--- src/rtl/nlink_pkg.sv ---
package nlink_pkg;
  localparam int NIB_W      = 4;
  localparam int FRAME_NIBS = 10;
  localparam int PAY_NIBS   = FRAME_NIBS - 1;
  localparam int PAY_W      = PAY_NIBS * NIB_W;
  localparam int FRAME_W    = FRAME_NIBS * NIB_W;

  typedef logic [NIB_W-1:0] nib_t;

  typedef enum logic [2:0] {
    ST_IDLE, ST_TX_PUT, ST_TX_TGL, ST_TX_ACK, ST_RX, ST_FIN
  } link_st_t;

  // inverted 4-bit sum of the payload nibbles
  function automatic nib_t frame_csum(input logic [PAY_W-1:0] pay);
    nib_t s;
    s = '0;
    for (int k = 0; k < PAY_NIBS; k++) s = s + pay[k*NIB_W +: NIB_W];
    return ~s;
  endfunction
endpackage

--- src/rtl/nlink_sector_timer.sv ---
module nlink_sector_timer #(
  parameter int SECTOR_CYC = 1666667
) (
  input  logic clk,
  input  logic rst_n,
  output logic tick
);
  localparam int CW = (SECTOR_CYC > 1) ? $clog2(SECTOR_CYC) : 1;
  localparam logic [CW-1:0] LAST = CW'(SECTOR_CYC - 1);

  logic [CW-1:0] cnt;

  always_ff @(posedge clk) begin
    if (!rst_n)        cnt <= '0;
    else if (cnt == LAST) cnt <= '0;
    else               cnt <= cnt + 1'b1;
  end

  assign tick = (cnt == LAST);
endmodule

--- src/rtl/nlink_irq_stretch.sv ---
module nlink_irq_stretch #(
  parameter int IRQ_CYC = 64
) (
  input  logic clk,
  input  logic rst_n,
  input  logic start,
  output logic irq_n
);
  localparam int CW = $clog2(IRQ_CYC + 1);
  localparam logic [CW-1:0] LOAD = CW'(IRQ_CYC - 1);

  logic [CW-1:0] cnt;

  always_ff @(posedge clk) begin
    if (!rst_n) begin
      cnt   <= '0;
      irq_n <= 1'b1;
    end else if (start) begin
      cnt   <= LOAD;
      irq_n <= 1'b0;
    end else if (cnt != '0) begin
      cnt <= cnt - 1'b1;
    end else begin
      irq_n <= 1'b1;
    end
  end
endmodule

--- src/rtl/nlink_frame_engine.sv ---
module nlink_frame_engine
  import nlink_pkg::*;
#(
  parameter int TIMEOUT_CYC = 100000
) (
  input  logic               clk,
  input  logic               rst_n,
  input  logic               sect_tick,
  input  logic               link_en,
  input  logic [PAY_W-1:0]   stat_payload,
  input  logic               hst_stb,
  input  nib_t               host_nib,
  output logic               drv_stb,
  output nib_t               drv_nib,
  output logic               cmd_valid,
  output logic [FRAME_W-1:0] cmd_frame,
  output logic               csum_err,
  output logic               xfer_done
);
  localparam int TW = $clog2(TIMEOUT_CYC + 1);
  localparam logic [TW-1:0] TMO_LAST = TW'(TIMEOUT_CYC - 1);
  localparam logic [3:0]    IDX_LAST = 4'(FRAME_NIBS - 1);

  link_st_t           st;
  logic [2:0]         hs_sync;
  logic               host_edge;
  logic [3:0]         idx;
  logic [TW-1:0]      tmo;
  logic [FRAME_W-1:0] tx_frame, rx_frame;
  logic               rx_good;

  // host strobe crosses in through two flops; third flop detects the toggle
  always_ff @(posedge clk) begin
    if (!rst_n) hs_sync <= '0;
    else        hs_sync <= {hs_sync[1:0], hst_stb};
  end
  assign host_edge = hs_sync[2] ^ hs_sync[1];

  assign rx_good   = (frame_csum(rx_frame[PAY_W-1:0]) == rx_frame[FRAME_W-1 -: NIB_W]);
  assign xfer_done = (st == ST_FIN);

  always_ff @(posedge clk) begin
    if (!rst_n) begin
      st        <= ST_IDLE;
      idx       <= '0;
      tmo       <= '0;
      tx_frame  <= '0;
      rx_frame  <= '0;
      drv_stb   <= 1'b0;
      drv_nib   <= '0;
      cmd_valid <= 1'b0;
      cmd_frame <= '0;
      csum_err  <= 1'b0;
    end else begin
      cmd_valid <= 1'b0;
      unique case (st)
        ST_IDLE: if (sect_tick && link_en) begin
          tx_frame <= {frame_csum(stat_payload), stat_payload};
          idx      <= '0;
          st       <= ST_TX_PUT;
        end
        ST_TX_PUT: begin
          drv_nib <= tx_frame[idx*NIB_W +: NIB_W];
          st      <= ST_TX_TGL;
        end
        ST_TX_TGL: begin
          drv_stb <= ~drv_stb;
          tmo     <= '0;
          st      <= ST_TX_ACK;
        end
        ST_TX_ACK: begin
          if (host_edge) begin
            if (idx == IDX_LAST) begin
              idx <= '0;
              tmo <= '0;
              st  <= ST_RX;
            end else begin
              idx <= idx + 1'b1;
              st  <= ST_TX_PUT;
            end
          end else if (tmo == TMO_LAST) begin
            st <= ST_IDLE;
          end else begin
            tmo <= tmo + 1'b1;
          end
        end
        ST_RX: begin
          if (host_edge) begin
            rx_frame[idx*NIB_W +: NIB_W] <= host_nib;
            drv_stb <= ~drv_stb;
            tmo     <= '0;
            if (idx == IDX_LAST) st <= ST_FIN;
            else                 idx <= idx + 1'b1;
          end else if (tmo == TMO_LAST) begin
            st <= ST_IDLE;
          end else begin
            tmo <= tmo + 1'b1;
          end
        end
        ST_FIN: begin
          cmd_valid <= rx_good;
          csum_err  <= ~rx_good;
          if (rx_good) cmd_frame <= rx_frame;
          st <= ST_IDLE;
        end
        default: st <= ST_IDLE;
      endcase
    end
  end
endmodule

--- src/rtl/nibble_link_drive.sv ---
module nibble_link_drive
  import nlink_pkg::*;
#(
  parameter int SECTOR_CYC  = 1666667,
  parameter int TIMEOUT_CYC = 100000,
  parameter int IRQ_CYC     = 64
) (
  input  logic               clk,
  input  logic               rst_n,
  input  logic               link_en,
  input  logic               trk_is_audio,
  input  logic [PAY_W-1:0]   stat_payload,
  input  logic               hst_stb,
  input  logic [NIB_W-1:0]   host_nib,
  output logic               drv_stb,
  output logic [NIB_W-1:0]   drv_nib,
  output logic               irq_n,
  output logic               md_flag,
  output logic               cmd_valid,
  output logic [FRAME_W-1:0] cmd_frame,
  output logic               csum_err
);
  logic sect_tick;
  logic xfer_done;

  nlink_sector_timer #(.SECTOR_CYC(SECTOR_CYC)) u_timer (
    .clk(clk), .rst_n(rst_n), .tick(sect_tick)
  );

  nlink_frame_engine #(.TIMEOUT_CYC(TIMEOUT_CYC)) u_engine (
    .clk(clk), .rst_n(rst_n), .sect_tick(sect_tick), .link_en(link_en),
    .stat_payload(stat_payload), .hst_stb(hst_stb), .host_nib(host_nib),
    .drv_stb(drv_stb), .drv_nib(drv_nib), .cmd_valid(cmd_valid),
    .cmd_frame(cmd_frame), .csum_err(csum_err), .xfer_done(xfer_done)
  );

  nlink_irq_stretch #(.IRQ_CYC(IRQ_CYC)) u_irq (
    .clk(clk), .rst_n(rst_n), .start(xfer_done), .irq_n(irq_n)
  );

  always_ff @(posedge clk) begin
    if (!rst_n)         md_flag <= 1'b0;
    else if (sect_tick) md_flag <= trk_is_audio;
  end
endmodule

--- config.mk ---
export PLATFORM = sky130hd
export DESIGN_NAME = nibble_link_drive
export DESIGN_NICKNAME = d
export VERILOG_FILES = /design/src/rtl/nlink_pkg.sv /design/src/rtl/nlink_sector_timer.sv /design/src/rtl/nlink_irq_stretch.sv /design/src/rtl/nlink_frame_engine.sv /design/src/rtl/nibble_link_drive.sv
export SDC_FILE = /design/constraint.sdc
export NUM_CORES = 1
export LEC_CHECK = 0
export CAP_MARGIN = 20
export CORE_ASPECT_RATIO = 0.8
export CORE_MARGIN = 4
export CORE_UTILIZATION = 50
export CTS_BUF_LIST = sky130_fd_sc_hd__clkbuf_8
export CTS_CLUSTER_DIAMETER = 40
export DETAILED_ROUTE_END_ITERATION = 8
export DONT_BUFFER_PORTS = 1
export GPL_TIMING_DRIVEN = 0
export REMOVE_ABC_BUFFERS = 1
export SLEW_MARGIN = 10
export SYNTH_ARGS = -nofsm -noshare
export SYNTH_HDL_FRONTEND = slang
export SYNTH_HIERARCHICAL = 1
export SYNTH_SLANG_ARGS = --single-unit
--- constraint.sdc ---
create_clock -name clk -period 6 [get_ports clk]
set_input_delay 1.2 -clock clk [delete_from_list [all_inputs] [get_ports clk]]
set_output_delay 1.2 -clock clk [all_outputs]
set_load 0.01 [all_outputs]
Word level (Yosys, flattened, before mapping)
Index checks and enable logic that the tools add are counted.

Muxes and demuxes: 25. Equality and inequality tests: 16. Bitwise operators: 6. Shift operators: 3. Reductions and logical operators: 17. Add/subtract/negate cells: 21.

Operator list (number): $mux W17 (4); $add A4 B4 Y4 (16); $pmux W17 S3 (1); $bwmux W40 (1); $shift A4 B34 Y40 const A (1); $shiftx A4 B34 Y40 (1); $shiftx A40 B7 Y4 (1); $neg A6 Y34 (1); $add A21 B1 Y21 const B (1); $eq A21 B21 Y1 const B (1); $mux W4 (5); $mux W3 (6); $add A17 B1 Y17 const B (1); $eq A17 B17 Y1 const B (1); $pmux W3 S5 (1); $reduce_and A2 Y1 (7); $mux W6 (2); $pmux W4 S3 (1); $not A4 Y4 (2); $reduce_bool A7 Y1 (1); $sub A7 B1 Y7 const B (1); $eq A3 B2 Y1 const B (2); $eq A3 B3 Y1 const B (2); $ne A2 B1 Y1 const B (3); 16 further kinds (25).

Logic and storage cells: 104. Output and inout port bits: 49. Input bits: 45. Bits in registers: 184.

Depth between registers and ports, before layout
Gate-level depths: netlist of the first run.

Depth after elaboration: 11. Depth in mapped cells: 15. Mapped depth without buffers: 14.

Modules after synthesis
The synthesis of the first run kept the hierarchy.

Modules (own cells, without submodules): nlink_frame_engine (instances 1, cells an instance 894, area each 8052.7 um^2, sequential area each 3083.0 um^2); nlink_sector_timer (instances 1, cells an instance 113, area each 1054.8 um^2, sequential area each 420.4 um^2); nlink_irq_stretch (instances 1, cells an instance 46, area each 424.2 um^2, sequential area each 160.2 um^2); nibble_link_drive (instances 1, cells an instance 3, area each 36.3 um^2, sequential area each 20.0 um^2).

Worst setup path before layout of the first run
Ideal clock, no wire load.

Kind: input to register. From: input stat_payload[14]. To: register u_engine.tx_frame[39]. Data required time: 5.914 ns. Path buffers: 0. Setup time: 0.086 ns. Arrival: 4.536 ns. Stages on the path: 12. Slack: 1.379 ns. Path through: fa_1 inv_1 fa_1 fa_1 fa_1 inv_1 ha_1 xnor2_1 xnor2_1 xnor3_1 xnor2_1 a211oi_1.

Longest elaborated chain between the ends: 7.

Ends and longest elaborated chain: start, declared (line nibble_link_drive.sv:12) `input logic [PAY_W-1:0] stat_payload,`; $add A4 B4 Y4 (6 in series) (line nlink_pkg.sv:18) `for (int k = 0; k < PAY_NIBS; k++) s = s + pay[k*NIB_W +: NIB_W];`; $not A4 Y4 (line nlink_pkg.sv:19) `return ~s;`; end signal, assigned (line nlink_frame_engine.sv:58) `tx_frame <= {frame_csum(stat_payload), stat_payload};`; end, declared (line nlink_frame_engine.sv:29) `logic [FRAME_W-1:0] tx_frame, rx_frame;`.

No other way between the ends. A chain may end at the register's enable or synchronous reset.

Worst setup path after layout of the first run
From: register u_engine.rx_frame[2]. To: register u_engine.cmd_frame[21].

Longest elaborated chain between the ends: 11.

Ends and longest elaborated chain: start, declared (line nlink_frame_engine.sv:29); start signal, assigned by index (line nlink_frame_engine.sv:89) `rx_frame[idx*NIB_W +: NIB_W] <= host_nib;`; $add A4 B4 Y4 (8 in series) (line nlink_pkg.sv:18); $not A4 Y4 (line nlink_pkg.sv:19); $eq A4 B4 Y1 (line nlink_frame_engine.sv:39) `assign rx_good = (frame_csum(rx_frame[PAY_W-1:0]) == rx_frame[FRAME_W-1 -: NIB_W]);`; $reduce_and A2 Y1 (no line); end signal, assigned (line nlink_frame_engine.sv:103) `if (rx_good) cmd_frame <= rx_frame;`; end, declared (line nlink_frame_engine.sv:16) `output logic [FRAME_W-1:0] cmd_frame,`.

No other way between the ends.

==> results of run 1 <==
## final cells by class
type | count | area, um2 | area share
multi-input cells | 761 | 5380 | 0.533
repair buffers | 6 | 140 | 0.0139
flip-flops and latches | 184 | 3680 | 0.365
clock buffers | 18 | 248 | 0.0246
inverters | 52 | 198 | 0.0196
well taps | 253 | 317 | 0.0314
clock inverters | 14 | 123 | 0.0122
## worst register-to-register path, stage by stage, from the launching register on
cell and delay, ns:
sky130_fd_sc_hd__dfxtp_1 0.36, sky130_fd_sc_hd__fa_1 0.54, sky130_fd_sc_hd__inv_1 0.05, sky130_fd_sc_hd__fa_1 0.50
sky130_fd_sc_hd__fa_1 0.57, sky130_fd_sc_hd__inv_1 0.06, sky130_fd_sc_hd__fa_1 0.48, sky130_fd_sc_hd__ha_1 0.22
sky130_fd_sc_hd__xnor2_1 0.14, sky130_fd_sc_hd__xnor2_1 0.22, sky130_fd_sc_hd__xnor3_1 0.42, sky130_fd_sc_hd__mux2i_4 0.62
sky130_fd_sc_hd__buf_16 0.26, sky130_fd_sc_hd__mux2i_1 0.22
## per-layer routing
| metal | vias to the layer above | routed length [um] | global-route usage |
|---|---|---|---|
| met4 | 0 | 119 | 0.0396 |
| met2 | 151 | 8440 | 0.272 |
| met3 | 12 | 1460 | 0.0616 |
| met5 | - | 0 | 0 |
| li1 | 3549 | - | - |
| met1 | 3272 | 10600 | 0.291 |
## state kept, by name, summed over array words and instances (netlist names), 4 cells and up
signal / flops
u_engine/tx_frame: 40
u_engine/tmo: 17
u_engine/cmd_frame: 40
u_engine/idx: 4
u_irq/cnt: 7
u_timer/cnt: 21
u_engine/drv_nib: 4
u_engine/rx_frame: 40
## logic make-up (layout without fill, tap and decap cells)
family	after synthesis	in the layout	share of synthesized area
flops	184	184	0.385
xor+xnor	52	52	0.0527
simple gates	417	417	0.217
compound gates	166	166	0.110
buf+inv	111	90	0.0541
fa+ha+maj	49	49	0.0892
mux	77	77	0.0923
## where the power goes
part | switching [uW] | internal, uW
sequential | 35.8 | 1250
clock | 461 | 341
combinational | 186 | 178
total | 683 | 1770
## worst paths after layout
path	startpoint	endpoint	slack [ns]	cells after the start
min	u_engine/hs_sync[0]	u_engine/hs_sync[1]	0.45	1
max reg2reg	u_engine/rx_frame[2]	u_engine/cmd_frame[21]	1.28	13
min reg2reg	u_engine/hs_sync[0]	u_engine/hs_sync[1]	0.45	1
max	u_engine/rx_frame[2]	u_engine/cmd_frame[21]	1.28	13
## per-stage QoR
stage                     cell area [um2]  cells
after floorplan                      9250    997
after global placement               9560   1250
after detailed placement             9700   1255
after CTS                           10100   1287
after global routing                10100   1288
final                               10100   1288
## synthesized netlist by cell type, types with 3 or more instances
cell	count	area (um2)
sky130_fd_sc_hd__a2111oi_0	4	35.0
sky130_fd_sc_hd__a211oi_1	5	37.5
sky130_fd_sc_hd__a21oi_1	84	420
sky130_fd_sc_hd__a21oi_2	4	35.0
sky130_fd_sc_hd__a31oi_1	3	18.8
sky130_fd_sc_hd__and2_1	16	100
sky130_fd_sc_hd__and3_1	10	62.6
sky130_fd_sc_hd__and3b_1	3	26.3
sky130_fd_sc_hd__buf_2	10	50.1
sky130_fd_sc_hd__buf_4	3	22.5
sky130_fd_sc_hd__buf_6	9	101
sky130_fd_sc_hd__clkbuf_1	33	124
sky130_fd_sc_hd__dfxtp_1	184	3680
sky130_fd_sc_hd__fa_1	32	641
sky130_fd_sc_hd__ha_1	17	213
sky130_fd_sc_hd__inv_1	50	188
sky130_fd_sc_hd__mux2i_1	68	681
sky130_fd_sc_hd__mux4_2	8	180
sky130_fd_sc_hd__nand2_1	186	698
sky130_fd_sc_hd__nand2b_1	8	50.1
sky130_fd_sc_hd__nand3_1	27	135
sky130_fd_sc_hd__nand3b_1	4	30.0
sky130_fd_sc_hd__nand4_1	19	119
sky130_fd_sc_hd__nor2_1	64	240
sky130_fd_sc_hd__nor2b_1	5	31.3
sky130_fd_sc_hd__nor3_1	5	25.0
sky130_fd_sc_hd__nor3b_1	4	30.0
sky130_fd_sc_hd__nor4_1	6	37.5
sky130_fd_sc_hd__o21a_1	7	52.6
sky130_fd_sc_hd__o21ai_0	25	125
sky130_fd_sc_hd__o22a_1	6	52.6
sky130_fd_sc_hd__o31a_1	3	26.3
sky130_fd_sc_hd__o31ai_1	9	67.6
sky130_fd_sc_hd__or2_2	3	18.8
sky130_fd_sc_hd__or3_1	22	138
sky130_fd_sc_hd__or4_1	9	67.6
sky130_fd_sc_hd__xnor2_1	33	289
sky130_fd_sc_hd__xnor3_1	3	67.6
sky130_fd_sc_hd__xor2_1	15	131
==> summary.txt, run 1 <==
Yosys
  – Flip-flop cell with the highest count after synthesis: sky130_fd_sc_hd__dfxtp_1
  – Syn_area_per_cell: 9.06 um2
  – Number of storage elements in the synthesis netlist: 184
  – Count of warnings emitted by yosys: 6
  – Yosys cell types: 81
  – Share of synthesized area occupied by flip-flops and latches: 0.385
  – Proportion of register bits with asynchronous set or reset after synthesis: 0
  – Number of enable-type register cells in the synthesized netlist: 0
  – Gate Count Post-Synth: 1,056
  – Cell area after synthesis: 9570 um2

Global route
  – Via count of the first global-routing pass: 6,543
  – Pin count of the biggest net entering global routing: 103
  – GR Overflow Total: 0
  – First-pass GRT wire length: 34,200 um
  – Total routing resource utilization after global routing: 0.193
  – Antenna violations before repair: 0

STA
  – Maximum clock rate: 212 MHz
  – Shortest clock period the worst path allows after layout: 4.72 ns
  – Final Hold Violating Endpoints: 0
  – Final-layout worst hold slack: 0.446 ns
  – RSZ-0062 raised after global routing: no
  – Slew headroom: 0.374
  – Final-report max-slew violation count: 0
  – Actual transition at the worst max-transition pin: 0.932 ns
  – Final setup fails: 0
  – Max Clock Skew: 0.0145 ns
  – Ratio of final minimum period to clock period: 0.787
  – Post-Route Setup TNS: 0 ns
  – Final Worst Setup Slack: 1.28 ns

Placed design
  – GP Congestion: 0.830
  – Setup slack at placement: 1.18 ns
  – HPWL after detailed placement: 14,400 um
  – Buffers on Ports: 0

Clock network
  – Clock-pin slew of the registers on the worst-case setup and hold paths: 0.10 ns
  – Cts hold-fix bufs: 0
  – Post-CTS resize count: 0
  – Clock latency at the later pin of the worst-skew pair: 0.47 ns
  – CTS sink cnt: 184
  – Num CTS Buffers: 17
  – TritonCTS clock tree: built
  – Longest Clk Path Bufs: 2
  – Post-CTS Setup Repair Bufs: 0
  – Root buffer selected by CTS: sky130_fd_sc_hd__clkbuf_8
  – Deepest level of the CTS H-tree: 4

Pwr
  – Peak ir drop on the vdd network: 0.152 mV
  – Overall power after layout: 2450 uW
  – Leakage: 0.00341 uW
  – Areal power density over the cells: 243 nW/um2

Worst setup path
  – Most numerous cell on the critical path: sky130_fd_sc_hd__fa_1
  – Sequence of cells on the critical path: fa_1 > inv_1 > fa_1 > fa_1 > inv_1 > fa_1 > ha_1 > xnor2_1 > xnor2_1 > xnor3_1 > mux2i_4 > buf_16 > mux2i_1
  – Endpoint kind of the worst setup timing path: flip-flop
  – Crit-path slowest cell: sky130_fd_sc_hd__mux2i_4
  – Startpoint Class: flip-flop
  – Cell type group with the largest total delay on the critical path: adder cells
  – CP max FO: 18
  – Setup Crit Path Kind: flip-flop to flip-flop
  – Number of buffers and inverters on the critical path: 3
  – Data arrival time of the critical path: 5.12 ns
  – Crit path required time: 6.40 ns
  – Largest stage delay on the critical path: 0.62 ns

Detailed routing
  – 1st-pass router iterations: 7
  – Drt wl/cell: 16.0 um
  – Antenna-violating nets left: 0
  – Number of vias per cell: 5.42
  – Drt first-iter violations: 446
  – DRC violations left: 0
  – Number of vias in the routed layout: 6,984
  – Total wire length: 20,600 um

Job
  – MaxCap Viol Count: 0

Floorplan
  – Vertical die dimension: 132 um
  – Total Die Area: 21,400 um2
  – Starting density of the core: 0.519
  – Number of cell rows: 44
  – Ports: 94
  – Die Wd: 163 um
  – Placeable core area: 18,400 um2

Final layout
  – Antenna diode count: 0
  – Fin util: 0.547
  – Most frequent standard cell in the layout excluding fill and tap cells: sky130_fd_sc_hd__nand2_1
  – Leading cell types in the layout, fill and taps excluded: sky130_fd_sc_hd__nand2_1 (186), sky130_fd_sc_hd__dfxtp_1 (184), sky130_fd_sc_hd__a21oi_1 (84), sky130_fd_sc_hd__mux2i_1 (68), sky130_fd_sc_hd__nor2_1 (64)
  – Fraction of layout cells with a size suffix above 1: 0.0763
  – Number of nets at the end of the flow: 1,116
  – Total of fill cells in the finished design: 1,718
  – Synth-to-layout area growth: 5.40%

Run status
  – Status: completed

Worst hold path
  – Path type of the worst min-delay path: flip-flop to flip-flop
Power figures use the tool's default switching activity.
==> run 2, diff against run 1 <==
ABC_AREA = 1   (was unset)
clock period = 4.5 ns   (was 6 ns; I/O delays follow)
==> run 2 against run 1 <==
Maximum frequency grew 10%. Register-to-register slack lost 1.1 ns. Final cell count grew 22%. Sequential cell count is the same. Sequential share of layout area shrank 1.1 points. Critical path depth grew 6. Clock skew shrank 0.0023 ns. Cell area grew 3.0%. Global-route usage grew 2.0 points. Via count grew 16%.
==> summary.txt, run 2 <==
Worst setup path
  – Length in cells of the worst reg-to-reg path: 19
  – Startpoint Class: flip-flop
  – Data arrival time of the critical path: 4.64 ns
  – Endpoint kind of the worst setup timing path: flip-flop
  – Cell type group with the largest total delay on the critical path: adder cells
  – RR Endpoint: u_engine/cmd_frame[3]
  – Setup Crit Path Kind: flip-flop to flip-flop
  – Last element of the critical path: u_engine/cmd_frame[3]
  – Number of buffers and inverters on the critical path: 5
  – Number of cells on the critical path: 19
  – Largest stage delay on the critical path: 0.56 ns
  – Setup slack of the worst register-to-register path: 0.21 ns
  – Start point of the critical path: u_engine/rx_frame[2]
  – Startpoint of the worst-slack reg-to-reg timing path: u_engine/rx_frame[2]
  – Crit path required time: 4.85 ns
  – Sequence of cells on the critical path: fa_1 > inv_1 > fa_1 > fa_1 > inv_1 > fa_1 > ha_1 > xor2_1 > or2_1 > nand2_1 > nand2_1 > nand2_1 > inv_1 > nand2_2 > nand2_4 > buf_4 > buf_4 > nand4_1 > nand2_1
  – Crit-path slowest cell: sky130_fd_sc_hd__fa_1
  – CP max FO: 7

Detailed routing
  – DRC violations left: 0
  – Drt first-iter violations: 592
  – Antenna-violating nets left: 0
  – 1st-pass router iterations: 5
  – Number of vias in the routed layout: 8,114
  – Drt wl/cell: 14.6 um
  – Number of vias per cell: 5.15
  – Total wire length: 23,000 um

Floorplan
  – Vertical die dimension: 133 um
  – Number of cell rows: 45
  – Total Die Area: 21,900 um2
  – Starting density of the core: 0.512
  – Ports: 94
  – Die Wd: 164 um
  – Placeable core area: 19,100 um2

Yosys
  – Dominant cell by count in the synthesized netlist: sky130_fd_sc_hd__nand2_1
  – Number of enable-type register cells in the synthesized netlist: 0
  – Leading post-synthesis cells by cell area: sky130_fd_sc_hd__dfxtp_1 (38%), sky130_fd_sc_hd__nand2_1 (8.2%), sky130_fd_sc_hd__fa_1 (6.6%)
  – Flip-flop cell with the highest count after synthesis: sky130_fd_sc_hd__dfxtp_1
  – Share of the synthesized area in the top cell type: 0.377
  – Compound-cell area share of the yosys netlist: 0.113
  – Cell area after synthesis: 9780 um2
  – Multiplexer share of the synthesized area: 0
  – Share of synthesized area occupied by flip-flops and latches: 0.377
  – Commonest cells post-synth: sky130_fd_sc_hd__nand2_1 (214), sky130_fd_sc_hd__dfxtp_1 (184), sky130_fd_sc_hd__inv_1 (169)
  – Syn_area_per_cell: 7.37 um2
  – Yosys cell types: 46
  – Post-Synth Simple-Gate Area: 0.299
  – Post-synthesis adder-cell area fraction: 0.0873
  – Area share of xor/xnor cells in the synthesized design: 0.0294
  – Count of warnings emitted by yosys: 6
  – Proportion of register bits with asynchronous set or reset after synthesis: 0
  – Cell taking the most area after synthesis: sky130_fd_sc_hd__dfxtp_1
  – Dominant combinational cell family by area after synthesis: simple AND/OR/NAND/NOR gates
  – Number of storage elements in the synthesis netlist: 184
  – Gate Count Post-Synth: 1,326

Clock network
  – Deepest level of the CTS H-tree: 4
  – Clock latency at the later pin of the worst-skew pair: 0.46 ns
  – CTS sink cnt: 184
  – TritonCTS clock tree: built
  – Root buffer selected by CTS: sky130_fd_sc_hd__clkbuf_8
  – Cts hold-fix bufs: 0
  – Longest Clk Path Bufs: 2
  – Clock-pin slew of the registers on the worst-case setup and hold paths: 0.09 ns
  – Num CTS Buffers: 17

STA
  – Ratio of final minimum period to clock period: 0.953
  – Max Clock Skew: 0.0122 ns
  – Actual transition at the worst max-transition pin: 1.09 ns
  – Final Hold Violating Endpoints: 0
  – Slew headroom: 0.272
  – Maximum clock rate: 233 MHz
  – Final-report max-slew violation count: 0
  – RSZ-0062 raised after global routing: no
  – Shortest clock period the worst path allows after layout: 4.29 ns
  – Final setup fails: 0
  – Post-Route Setup TNS: 0 ns

Pwr
  – Leakage: 0.00431 uW
  – Peak ir drop on the vdd network: 0.202 mV
  – Areal power density over the cells: 335 nW/um2

Final layout
  – Synth-to-layout area growth: 6.24%
  – Number of nets at the end of the flow: 1,400
  – Antenna diode count: 0
  – Fraction of layout cells with a size suffix above 1: 0.0918
  – Layout Cells excl Fill: 1,576
  – Leading registers by flop count: u_engine/cmd_frame x40, u_engine/rx_frame x40, u_engine/tx_frame x40
  – Most frequent standard cell in the layout excluding fill and tap cells: sky130_fd_sc_hd__nand2_1
  – Leading cell types in the layout, fill and taps excluded: sky130_fd_sc_hd__nand2_1 (212), sky130_fd_sc_hd__dfxtp_1 (184), sky130_fd_sc_hd__inv_1 (169), sky130_fd_sc_hd__nor2_1 (142), sky130_fd_sc_hd__a21oi_1 (99)
  – Total of fill cells in the finished design: 1,880

Global route
  – Via count of the first global-routing pass: 7,522
  – Pin count of the biggest net entering global routing: 160
  – GR Overflow Total: 0
  – First-pass GRT wire length: 38,000 um
  – Total routing resource utilization after global routing: 0.213
  – Antenna violations before repair: 0

Placed design
  – HPWL after detailed placement: 16,500 um
  – Cell count after placement: 1,539
  – Buffers on Ports: 0
  – GP Congestion: 0.850

Worst hold path
  – Path type of the worst min-delay path: flip-flop to flip-flop

Job
  – MaxCap Viol Count: 0

Run status
  – Status: completed
run 2: cell types whose count changed in the layout (fill, tap and decap cells not counted), moves of 14 or more:
cell / delta
sky130_fd_sc_hd__inv_1: +118
sky130_fd_sc_hd__nor2_1: +78
sky130_fd_sc_hd__nand3_1: +70
sky130_fd_sc_hd__mux2i_1: -68
sky130_fd_sc_hd__o21ai_0: +59
sky130_fd_sc_hd__nand4_1: +35
sky130_fd_sc_hd__nor3_1: +35
sky130_fd_sc_hd__nand2_1: +26
sky130_fd_sc_hd__or3_1: -22
sky130_fd_sc_hd__nor2_2: +18
sky130_fd_sc_hd__and2_1: -16
sky130_fd_sc_hd__a21oi_1: +15
sky130_fd_sc_hd__nand2_2: +15
sky130_fd_sc_hd__xnor2_1: -14
run 2: area by class of cell:
class                   instances  area (um2)  share of cell area
repair buffers                 10         130              0.0125
clock inverters                13        98.8             0.00951
inverters                     185         697              0.0671
clock buffers                  18         248              0.0238
multi-input cells             908        5210               0.501
well taps                     258         323              0.0311
flip-flops and latches        184        3680               0.355
run 2: kinds of logic (layout without fill, tap and decap cells):
kind of cell | after synthesis | in the layout
flops | 184 | 184
compound gates | 210 | 210
xor+xnor | 32 | 32
simple gates | 616 | 617
fa+ha+maj | 49 | 49
buf+inv | 235 | 226
run 2: layer usage:
layer  up-vias  wire, um  track usage
met5         -         0            0
met4         0       223       0.0489
met3        16      1140       0.0520
met2       119      9730        0.310
met1      3705     11900        0.319
li1       4274         -            -
run 2: what timing repair did:
| item | in CTS | in global routing |
|---|---|---|
| buffers inserted | 0 | 5 |
| pin swaps | 0 | 3 |
| gates resized for setup | 3 | 3 |
| endpoints found under the setup margin | 42 | 42 |
| gates cloned | 0 | 1 |
run 2: worst min-delay path: stages (launching register included):
cell and delay [ns]:
sky130_fd_sc_hd__dfxtp_1 0.31, sky130_fd_sc_hd__nand2_1 0.06, sky130_fd_sc_hd__inv_1 0.03
run 2: power by group:
group,total (uW),switching [uW],internal [uW]
Sequential,1730,58.1,1670
Clock,1010,616,398
Combinational,735,467,268
Total,3480,1140,2340
run 2: worst min path at each step:
| stage | cells after the start | to | startpoint |
|---|---|---|---|
| detailed placement | 2 | u_engine/hs_sync[1] | u_engine/hs_sync[0] |
| finish | 2 | u_engine/hs_sync[1] | u_engine/hs_sync[0] |
| floorplan | 2 | u_engine/hs_sync[1] | u_engine/hs_sync[0] |
| global route | 2 | u_engine/hs_sync[1] | u_engine/hs_sync[0] |
| global placement | 2 | u_engine/hs_sync[1] | u_engine/hs_sync[0] |
| CTS | 2 | u_engine/hs_sync[1] | u_engine/hs_sync[0] |
run 2: metrics by stage:
step	setup slack [ns]	hold slack, ns	instance area, um2	power [uW]	util
2_1_floorplan	-0.447	0.390	9550	2330	-
3_5_place_dp	-0.563	0.413	9970	2510	0.522
3_3_place_gp	-1.38	0.428	9870	2490	0.517
6_report	0.213	0.434	10400	3480	0.544
5_1_grt	0.0435	0.457	10400	3700	0.544
4_1_cts	0.0573	0.436	10300	3530	0.541
==> run 3, diff against run 2 <==
SYNTH_HIERARCHICAL = unset   (was 1)
==> run 3 against run 2 <==
Register-to-register slack improved by 0.14 ns. Cell area shrank 0.69%. Sequential cell count unchanged. Worst setup slack gained 0.14 ns. Power increased by 5.9%. Critical path depth down 5. Worst hold slack is essentially flat. Final cell count down 2.0%. Synthesized area shrank 1.0%. Clock power increased by 24%. Largest cell class unchanged. Highest routed layer unchanged.
==> summary.txt, run 3 <==
Clock network
  – Clock-pin slew of the registers on the worst-case setup and hold paths: 0.11 ns
  – Deepest level of the CTS H-tree: 4
  – Num CTS Buffers: 17
  – Clock latency at the later pin of the worst-skew pair: 0.47 ns
  – CTS sink cnt: 184
  – TritonCTS clock tree: built
  – Longest Clk Path Bufs: 2
  – Root buffer selected by CTS: sky130_fd_sc_hd__clkbuf_8
  – Cts hold-fix bufs: 0

Worst setup path
  – Endpoint kind of the worst setup timing path: flip-flop
  – Startpoint Class: flip-flop
  – Data arrival time of the critical path: 4.52 ns
  – Crit path required time: 4.88 ns
  – CP max FO: 42
  – Setup Crit Path Kind: flip-flop to flip-flop

Floorplan
  – Ports: 94
  – Vertical die dimension: 132 um
  – Total Die Area: 21,700 um2
  – Starting density of the core: 0.510
  – Number of cell rows: 45
  – Placeable core area: 19,000 um2
  – Die Wd: 164 um

Final layout
  – Leading registers by flop count: u_engine.cmd_frame x40, u_engine.rx_frame x40, u_engine.tx_frame x40
  – Leading cell types in the layout, fill and taps excluded: sky130_fd_sc_hd__nand2_1 (216), sky130_fd_sc_hd__dfxtp_1 (183), sky130_fd_sc_hd__inv_1 (150), sky130_fd_sc_hd__nor2_1 (132), sky130_fd_sc_hd__a21oi_1 (104)
  – Most frequent standard cell in the layout excluding fill and tap cells: sky130_fd_sc_hd__nand2_1
  – Layout Cells excl Fill: 1,544
  – Fraction of layout cells with a size suffix above 1: 0.0739
  – Number of nets at the end of the flow: 1,366
  – Antenna diode count: 0
  – Synth-to-layout area growth: 6.62%

Yosys
  – Share of the synthesized area in the top cell type: 0.381
  – Commonest cells post-synth: sky130_fd_sc_hd__nand2_1 (218), sky130_fd_sc_hd__dfxtp_1 (184), sky130_fd_sc_hd__inv_1 (151)
  – Gate Count Post-Synth: 1,301
  – Flip-flop cell with the highest count after synthesis: sky130_fd_sc_hd__dfxtp_1
  – Proportion of register bits with asynchronous set or reset after synthesis: 0
  – Yosys cell types: 46
  – Leading post-synthesis cells by cell area: sky130_fd_sc_hd__dfxtp_1 (38%), sky130_fd_sc_hd__nand2_1 (8.5%), sky130_fd_sc_hd__fa_1 (6.6%)
  – Cell area after synthesis: 9680 um2
  – Cell taking the most area after synthesis: sky130_fd_sc_hd__dfxtp_1
  – Number of storage elements in the synthesis netlist: 184
  – Dominant cell by count in the synthesized netlist: sky130_fd_sc_hd__nand2_1
  – Share of synthesized area occupied by flip-flops and latches: 0.381
  – Count of warnings emitted by yosys: 0
  – Syn_area_per_cell: 7.44 um2
  – Number of enable-type register cells in the synthesized netlist: 0

Pwr
  – Overall power after layout: 3680 uW
  – Leakage: 0.00429 uW
  – Areal power density over the cells: 357 nW/um2
  – Peak ir drop on the vdd network: 0.284 mV

Detailed routing
  – Total wire length: 23,500 um
  – Antenna-violating nets left: 0
  – Drt wl/cell: 15.2 um
  – Number of vias per cell: 5.28
  – Drt first-iter violations: 589
  – 1st-pass router iterations: 5
  – DRC violations left: 0
  – Number of vias in the routed layout: 8,158

STA
  – Shortest clock period the worst path allows after layout: 4.14 ns
  – Maximum clock rate: 241 MHz
  – Slew headroom: 0.285
  – Ratio of final minimum period to clock period: 0.921
  – Final-report max-slew violation count: 0
  – Actual transition at the worst max-transition pin: 1.06 ns
  – Max Clock Skew: 0.0234 ns
  – Final Hold Violating Endpoints: 0
  – Final setup fails: 0
  – RSZ-0062 raised after global routing: no

Run status
  – Status: completed

Placed design
  – GP Congestion: 0.870
  – Cell count after placement: 1,511
  – Buffers on Ports: 0
  – HPWL after detailed placement: 16,900 um

Global route
  – First-pass GRT wire length: 39,600 um
  – Pin count of the biggest net entering global routing: 160
  – Via count of the first global-routing pass: 7,564
  – Antenna violations before repair: 0
  – Total routing resource utilization after global routing: 0.224
  – GR Overflow Total: 0

Job
  – MaxCap Viol Count: 0

Worst hold path
  – Path type of the worst min-delay path: flip-flop to flip-flop
run 3: cell count changes after synthesis, sizes merged, moves of 2 or more:
cell	previous run	this run
inv	183	165
or2	7	10
nand3b	6	3
o21ai	89	92
clkbuf	32	41
xor2	13	20
buf	18	12
nor4	2	9
nor3	44	42
a21oi	99	106
nand2	230	224
nor2	169	143
nor3b	0	2
run 3: final timing paths:
path | slack (ns) | cells past startpoint | endpoint | start
max | 0.36 | 14 | u_engine.cmd_frame[37] | u_engine.rx_frame[6]
max reg2reg | 0.36 | 14 | u_engine.cmd_frame[37] | u_engine.rx_frame[6]
min | 0.43 | 2 | u_engine.hs_sync[1] | u_engine.hs_sync[0]
min reg2reg | 0.43 | 2 | u_engine.hs_sync[1] | u_engine.hs_sync[0]
run 3: where the power goes:
group	internal, uW	switching, uW	total [uW]
logic	247	451	698
registers	1670	69.7	1740
clock network	599	652	1250
run 3: routing by layer:
layer  share of wire  global-route usage  up-vias
li1                -                   -     4213
met1            0.54               0.358     3768
met2            0.39               0.303      161
met3           0.060              0.0567       16
met4          0.0086              0.0452        0
met5               0                   0        -
run 3: area by class of cell:
type | instances | area, um2
fill | 1871 | 8660
multi-input combinational | 896 | 5150
sequential | 184 | 3680
inverter | 168 | 631
tap | 258 | 323
clock buffer | 19 | 262
clock inverter | 13 | 180
timing repair buffer | 6 | 83.8
run 3: cell families after synthesis:
logic type / synth area share
AO/OA/AOI/OAI: 0.118
buffers and inverters: 0.0892
adder cells (fa/ha/maj): 0.0869
flip-flops: 0.381
XOR/XNOR: 0.0380
AND/OR/NAND/NOR: 0.287
run 3: stage by stage:
stage	hold slack [ns]	utilization	TNS [ns]	cell area (um2)	setup slack [ns]
detailed placement	0.405	0.519	-21.21	9850	-0.537
CTS	0.436	0.543	0	10300	0.146
global route	0.476	0.544	0	10300	0.0913
global placement	0.416	0.515	-80.24	9770	-1.92
finish	0.434	0.544	0	10300	0.356
floorplan	0.390	-	-32.86	9440	-0.786
run 3: critical path: stages, from the launching register on:
cell and delay, ns:
sky130_fd_sc_hd__dfxtp_1 0.38, sky130_fd_sc_hd__fa_1 0.52, sky130_fd_sc_hd__inv_1 0.05, sky130_fd_sc_hd__fa_1 0.50, sky130_fd_sc_hd__fa_1 0.55, sky130_fd_sc_hd__inv_1 0.06
sky130_fd_sc_hd__fa_1 0.50, sky130_fd_sc_hd__ha_1 0.32, sky130_fd_sc_hd__xnor2_1 0.17, sky130_fd_sc_hd__nor4_4 0.19, sky130_fd_sc_hd__buf_6 0.19, sky130_fd_sc_hd__buf_6 0.21
sky130_fd_sc_hd__nand2_8 0.19, sky130_fd_sc_hd__nand3_1 0.14, sky130_fd_sc_hd__nand2_1 0.05
run 3: timing repair:
item,CTS,global route
pin swaps,1,0
buffers inserted,1,0
gates resized for setup,2,2
setup endpoints to repair,42,42
endpoints found under the hold margin,0,0
